## config.mk

```make
export PLATFORM = sky130hd
export DESIGN_NAME = lcd_mux_seq
export DESIGN_NICKNAME = d
export VERILOG_FILES = /design/src/rtl/lcd_seq_pkg.sv /design/src/rtl/lcd_in_sync.sv /design/src/rtl/lcd_row_timer.sv /design/src/rtl/lcd_seg_ram.sv /design/src/rtl/lcd_drive_map.sv /design/src/rtl/lcd_mux_seq.sv
export SDC_FILE = /design/constraint.sdc
export NUM_CORES = 1
export LEC_CHECK = 0
export BUFFER_PORTS_ARGS = -buffer_cell sky130_fd_sc_hd__buf_2
export CORE_ASPECT_RATIO = 0.75
export CORE_MARGIN = 4
export CORE_UTILIZATION = 46
export DETAILED_ROUTE_END_ITERATION = 7
export GPL_TIMING_DRIVEN = 0
export SYNTH_ARGS = -nofsm -noshare
export SYNTH_HDL_FRONTEND = slang
export SYNTH_SLANG_ARGS = --single-unit
```

## constraint.sdc

```tcl
create_clock -name clk -period 7.4 [get_ports clk]
set_input_delay 0.37 -clock clk [delete_from_list [all_inputs] [get_ports clk]]
set_output_delay 0.37 -clock clk [all_outputs]
set_load 0.03 [all_outputs]
```

## src/rtl/lcd_seq_pkg.sv

```systemverilog
package lcd_seq_pkg;

    typedef enum logic [1:0] {
        LV_GND     = 2'd0,
        LV_VDSP    = 2'd1,
        LV_NSEL_LO = 2'd2,
        LV_NSEL_HI = 2'd3
    } lvl_e;

    typedef enum logic {
        POL_A = 1'b0,
        POL_B = 1'b1
    } pol_e;

    typedef struct packed {
        logic hold;
        logic blank;
        pol_e pol;
    } drive_ctl_t;

    function automatic lvl_e com_level(input logic sel, input pol_e pol);
        if (sel) return (pol == POL_A) ? LV_VDSP : LV_GND;
        return (pol == POL_A) ? LV_NSEL_HI : LV_NSEL_LO;
    endfunction

    function automatic lvl_e seg_level(input logic on, input pol_e pol);
        if (on) return (pol == POL_A) ? LV_GND : LV_VDSP;
        return (pol == POL_A) ? LV_NSEL_HI : LV_NSEL_LO;
    endfunction

endpackage

```

## src/rtl/lcd_in_sync.sv

```systemverilog
module lcd_in_sync (
    input  logic clk,
    input  logic rst,
    input  logic por_in,
    input  logic blank_in,
    output logic por_s,
    output logic blank_s,
    output logic restart,
    output logic por_restart
);
    logic [1:0] por_q;
    logic [1:0] blk_q;
    logic       blank_restart;

    always_ff @(posedge clk) begin
        if (rst) begin
            por_q <= 2'b11;
            blk_q <= 2'b11;
        end else begin
            por_q <= {por_q[0], por_in};
            blk_q <= {blk_q[0], blank_in};
        end
    end

    assign por_s         = por_q[1];
    assign blank_s       = blk_q[1];
    assign por_restart   = por_q[1] & ~por_q[0];
    // blank release only counts when reset is also released
    assign blank_restart = blk_q[1] & ~blk_q[0] & ~por_q[0];
    assign restart       = por_restart | blank_restart;

    AST_POR_FALL_RESTART: assert property (@(posedge clk) disable iff (rst)
        $fell(por_in) |=> por_restart);

endmodule

```

## src/rtl/lcd_row_timer.sv

```systemverilog
module lcd_row_timer
    import lcd_seq_pkg::*;
#(
    parameter int ROWS     = 8,
    parameter int ROW_CLKS = 16,
    localparam int ROW_W   = (ROWS > 1) ? $clog2(ROWS) : 1,
    localparam int TICK_W  = (ROW_CLKS > 1) ? $clog2(ROW_CLKS) : 1
) (
    input  logic             clk,
    input  logic             rst,
    input  logic             hold,
    input  logic             restart,
    input  logic             por_restart,
    output logic [ROW_W-1:0] row,
    output pol_e             pol,
    output logic             frame_sync,
    output logic             load,
    output logic [ROW_W-1:0] load_row
);
    logic [TICK_W-1:0] tick;
    logic              last_tick;
    logic              last_row;

    assign last_tick = (tick == TICK_W'(ROW_CLKS - 1));
    assign last_row  = (row == ROW_W'(ROWS - 1));
    assign load      = !restart && !hold && last_tick;
    assign load_row  = last_row ? '0 : row + 1'b1;

    always_ff @(posedge clk) begin
        if (rst) begin
            tick       <= '0;
            row        <= '0;
            pol        <= POL_A;
            frame_sync <= 1'b0;
        end else begin
            frame_sync <= 1'b0;
            if (restart) begin
                tick       <= '0;
                row        <= '0;
                frame_sync <= 1'b1;
                if (por_restart) pol <= POL_B;
            end else if (hold) begin
                tick <= '0;
                row  <= '0;
            end else if (last_tick) begin
                tick <= '0;
                row  <= load_row;
                if (last_row) begin
                    pol        <= pol_e'(~pol);
                    frame_sync <= 1'b1;
                end
            end else begin
                tick <= tick + 1'b1;
            end
        end
    end

    AST_SYNC_SINGLE: assert property (@(posedge clk) disable iff (rst)
        (frame_sync && !restart) |=> !frame_sync);
    AST_RESTART_ROW0: assert property (@(posedge clk) disable iff (rst)
        restart |=> (row == '0 && frame_sync));
    AST_HOLD_STILL: assert property (@(posedge clk) disable iff (rst)
        (hold && !restart) |=> (row == '0 && !frame_sync));
    AST_WRAP_FLIP: assert property (@(posedge clk) disable iff (rst)
        (load && last_row) |=> (pol != $past(pol) && frame_sync));
    AST_POR_STARTS_B: assert property (@(posedge clk) disable iff (rst)
        por_restart |=> pol == POL_B);

endmodule

```

## src/rtl/lcd_seg_ram.sv

```systemverilog
module lcd_seg_ram #(
    parameter int ROWS   = 8,
    parameter int COLS   = 64,
    localparam int ROW_W = (ROWS > 1) ? $clog2(ROWS) : 1
) (
    input  logic             clk,
    input  logic             rst,
    input  logic             wr_en,
    input  logic [ROW_W-1:0] wr_row,
    input  logic [COLS-1:0]  wr_data,
    input  logic             rd_en,
    input  logic [ROW_W-1:0] rd_row,
    input  logic             clr,
    output logic [COLS-1:0]  row_bits
);
    logic [COLS-1:0] mem [ROWS];

    always_ff @(posedge clk) begin
        if (wr_en) mem[wr_row] <= wr_data;
    end

    // read sees the pre-edge contents, so a same-edge write is not visible
    always_ff @(posedge clk) begin
        if (rst || clr) row_bits <= '0;
        else if (rd_en) row_bits <= mem[rd_row];
    end

    AST_CLR_EMPTY: assert property (@(posedge clk) disable iff (rst)
        clr |=> row_bits == '0);
    AST_NO_LOAD_STABLE: assert property (@(posedge clk) disable iff (rst)
        (!rd_en && !clr) |=> $stable(row_bits));

endmodule

```

## src/rtl/lcd_drive_map.sv

```systemverilog
module lcd_drive_map
    import lcd_seq_pkg::*;
#(
    parameter int ROWS   = 8,
    parameter int COLS   = 64,
    localparam int ROW_W = (ROWS > 1) ? $clog2(ROWS) : 1
) (
    input  drive_ctl_t         ctl,
    input  logic [ROW_W-1:0]   row,
    input  logic [COLS-1:0]    row_bits,
    output logic [2*ROWS-1:0]  com_lvl,
    output logic [2*COLS-1:0]  seg_lvl
);
    for (genvar gi = 0; gi < ROWS; gi++) begin : g_com
        assign com_lvl[2*gi +: 2] = ctl.hold ? LV_NSEL_HI
                                  : com_level(row == ROW_W'(gi), ctl.pol);
    end

    for (genvar gs = 0; gs < COLS; gs++) begin : g_seg
        assign seg_lvl[2*gs +: 2] = ctl.hold ? LV_NSEL_LO
                                  : seg_level(row_bits[gs] & ~ctl.blank, ctl.pol);
    end

endmodule

```

## src/rtl/lcd_mux_seq.sv

```systemverilog
module lcd_mux_seq
    import lcd_seq_pkg::*;
#(
    parameter int ROWS     = 8,
    parameter int COLS     = 64,
    parameter int ROW_CLKS = 16,
    localparam int ROW_W   = (ROWS > 1) ? $clog2(ROWS) : 1
) (
    input  logic               clk,
    input  logic               rst,
    input  logic               por_in,
    input  logic               blank_in,
    input  logic               wr_en,
    input  logic [ROW_W-1:0]   wr_row,
    input  logic [COLS-1:0]    wr_data,
    output logic               frame_sync,
    output logic [2*ROWS-1:0]  com_lvl,
    output logic [2*COLS-1:0]  seg_lvl
);
    logic             por_s, blank_s, restart, por_restart;
    logic [ROW_W-1:0] row, load_row;
    pol_e             pol;
    logic             load;
    logic [COLS-1:0]  row_bits;
    drive_ctl_t       ctl;

    lcd_in_sync u_sync (
        .clk(clk), .rst(rst), .por_in(por_in), .blank_in(blank_in),
        .por_s(por_s), .blank_s(blank_s),
        .restart(restart), .por_restart(por_restart)
    );

    lcd_row_timer #(.ROWS(ROWS), .ROW_CLKS(ROW_CLKS)) u_timer (
        .clk(clk), .rst(rst), .hold(por_s), .restart(restart),
        .por_restart(por_restart), .row(row), .pol(pol),
        .frame_sync(frame_sync), .load(load), .load_row(load_row)
    );

    lcd_seg_ram #(.ROWS(ROWS), .COLS(COLS)) u_ram (
        .clk(clk), .rst(rst), .wr_en(wr_en), .wr_row(wr_row),
        .wr_data(wr_data), .rd_en(load & ~blank_s), .rd_row(load_row),
        .clr(restart), .row_bits(row_bits)
    );

    assign ctl = '{hold: por_s, blank: blank_s, pol: pol};

    lcd_drive_map #(.ROWS(ROWS), .COLS(COLS)) u_map (
        .ctl(ctl), .row(row), .row_bits(row_bits),
        .com_lvl(com_lvl), .seg_lvl(seg_lvl)
    );

endmodule

```

==> metrics.txt <==
final setup fails 0; Site Rows 71; DR vias/cell approximately 5.5; #FFs+latches synth slightly below 600; CP Data Arrival Time 3.81 ns; outcome complete, no violations; FF-to-FF path depth 11; cells along the critical path clkbuf_1, nor2_1, clkbuf_1, clkbuf_1, nand2_1, buf_2; Hold Path Depth 1; HPWL after DPL 40,200 um; CTS H-tree depth 2; Post-CTS Resized 0; Worst slew margin 8.95%; clock sink count between 500 and 600; Fmax ~0.24 GHz; cell area after layout roughly 28,000 um^2; syn nets 1,422; top-area cell type share of the netlist area about two thirds; cell family with most CP delay buffers and inverters; Synth Area in Simple Gates approximately 6%; most used cell, CP clkbuf_1; Placer Congestion between 0.7 and 0.8; DRC 0; Die H between 200 and 250 um; via count roughly 13,000; Crit Path Class reg2out; Worst R2R Start u_timer.row[0]; Worst setup SP type register; Initial DRT Pass Iterations 5; WHS roughly 0.034 ns; main combinational cell family by area after synthesis multiplexers; share of layout cells above drive strength 1 ~31%; Worst Hold Class in2reg; Tot GR Track Use 21.5%; # fillers slightly below 4,000; worst-margin pin slew about 1.4 ns; critical path's largest stage delay 1.05 ns; Worst R2R End u_ram.row_bits[38]; die area approximately 55,000 um^2; cell area after synthesis approximately 24,000 um^2; # Max-Cap Violations 0; Post-Route WL 59,500 um; Leak slightly below 0.01 uW; total core area around 51,000 um^2; worst-path maximum fanout 10; commonest non-fill, non-tap cell in the layout edfxtp_1; fin. max-slew vios 0; warnings from Yosys 0; top_reg_cell synth edfxtp_1; clk_lat worst skew between 0.6 and 0.7 ns; Critical Path RT around 7 ns; Synth Area in Adders less than 1%; EDFF count, synth approximately 500; post-synthesis mux area share 15.0%; crit path buf inv count 4; Synth cell types 37; Worst-path clk slew roughly 0.060 ns; syn_area_per_cell about 18 um^2; IO Pins between 200 and 250; initial DRC count around 1,400; Synth area leader edfxtp_1; I/O Buffers between 200 and 250; Seq/Total Area, Yosys 71.3%; Die Wd roughly 270 um; total gr overflow 0; post-place instance area 26,300 um^2; root buffer cell clkbuf_16; Slowest cell on crit path clkbuf_1; Worst Hold Launch wr_data[10]; CP Capture Type output pin; post-route ant nets 0; Post-Syn Instances 1,343; Clock Skew 0.0167 ns; vias in the first global route about 13,000; initial antenna violation count 8; unrepaired setup endpoints after global routing no; Tmin final 4.18 ns; hold endpoint u_ram.mem[6][10]; Starting Density 46.9%; CTS Buf Count 56; PD cells 247 nW/um^2; hold_buf cts 21; first-pass GRT wire length 87,800 um; largest net degree at the start of global routing 25; XOR/XNOR Fraction of Synth Area around 2.5%; CTS tree yes; # Post-CTS Setup Buffers 0; ys async rst share 0%; compound-gate portion of the synthesized area under 10%; r2r setup slk roughly 4.2 ns; commonest non-fill, non-tap cells in the layout 512 x edfxtp_1, 238 x buf_2, 139 x nor2_1; Area growth syn-to-layout 19.7%; Hold Vio Cnt, Final 0; Routed WL per cell 25.0 um; Clock Path Buffers 3; Area contributors post-synth edfxtp_1 65%, mux4_2 10%, dfxtp_1 6.5%; fin crit share 56.5%; Nets about 1,800; maximum VDD drop between 0.15 and 0.2 mV
flip-flops by register name, indices dropped and copies added, names as in the netlist:
name	count
u_timer.pol	1
u_ram.row_bits	64
u_sync.por_q	2
u_timer.row	3
u_timer.tick	4
u_sync.blk_q	2
u_ram.mem	512
u_timer.frame_sync	1
where the power goes:
part	switching, uW	internal (uW)
sequential	19.9	3700
clock	1250	1740
combinational	186	105
total	1450	5550
synthesized netlist by cell type, types with 5 or more instances:
library cell	n
mux2i_1	65
dfxtp_1	77
buf_4	21
ha_1	7
nor3_1	5
nand2b_1	73
xnor2_1	66
buf_6	13
nor2_1	145
edfxtp_1	512
mux4_2	108
nand2_1	77
a211oi_1	65
clkbuf_1	34
buf_2	22
a21oi_1	5
mux4_1	18
cells by family after synthesis:
kind of cell,count (synthesis)
xor gates and xnor gates,67
adders and majority gates,7
muxes,191
buffers and inverters,99
DFF,589
AOI/OAI and AO/OA,73
and+or+nand+nor,317
how the worst max path moves through the flow:
stage	start	to	slack, ns	cells past startpoint
after floorplan	wr_row[2]	u_ram.mem[0][0]	1.94	2
after global placement	wr_row[2]	u_ram.mem[0][35]	-3.53	3
after detailed placement	u_sync.blk_q[1]	seg_lvl[29]	3.88	6
after CTS	u_sync.blk_q[1]	seg_lvl[29]	3.21	6
after global routing	u_sync.blk_q[1]	seg_lvl[29]	3.04	6
final	u_sync.blk_q[1]	seg_lvl[29]	3.22	6
per-layer routing:
metal	part of all wire, %	vias up	GRT usage [%]
met4	1.9	12	5.26
met1	44	6757	31.0
li1	-	5828	-
met3	6.9	82	4.59
met2	47	420	34.1
met5	0.13	-	0
through the flow:
stage | instances | worst slack (ns) | TNS, ns | utilization (%) | power, uW
floorplan | 1343 | 1.94 | 0 | - | 3940
global placement | 2216 | -3.53 | -433.29 | 50.7 | 4060
detailed placement | 2250 | 3.88 | 0 | 51.9 | 4080
CTS | 2377 | 3.21 | 0 | 56.2 | 7050
global route | 2377 | 3.04 | 0 | 56.2 | 7240
finish | 2380 | 3.22 | 0 | 56.2 | 7000
final cells by class:
type	instances	area, um^2	share of cell area [%]
clock inverter	43	463	1.63
sequential	589	16900	59.6
buffer	95	599	2.11
clock buffer	63	1460	5.14
timing repair buffer	271	1860	6.55
multi-input combinational	655	6250	22.0
inverter	4	15.0	0.0529
tap	657	822	2.90
antenna	3	7.51	0.0264
Power figures use the tool's default switching activity.
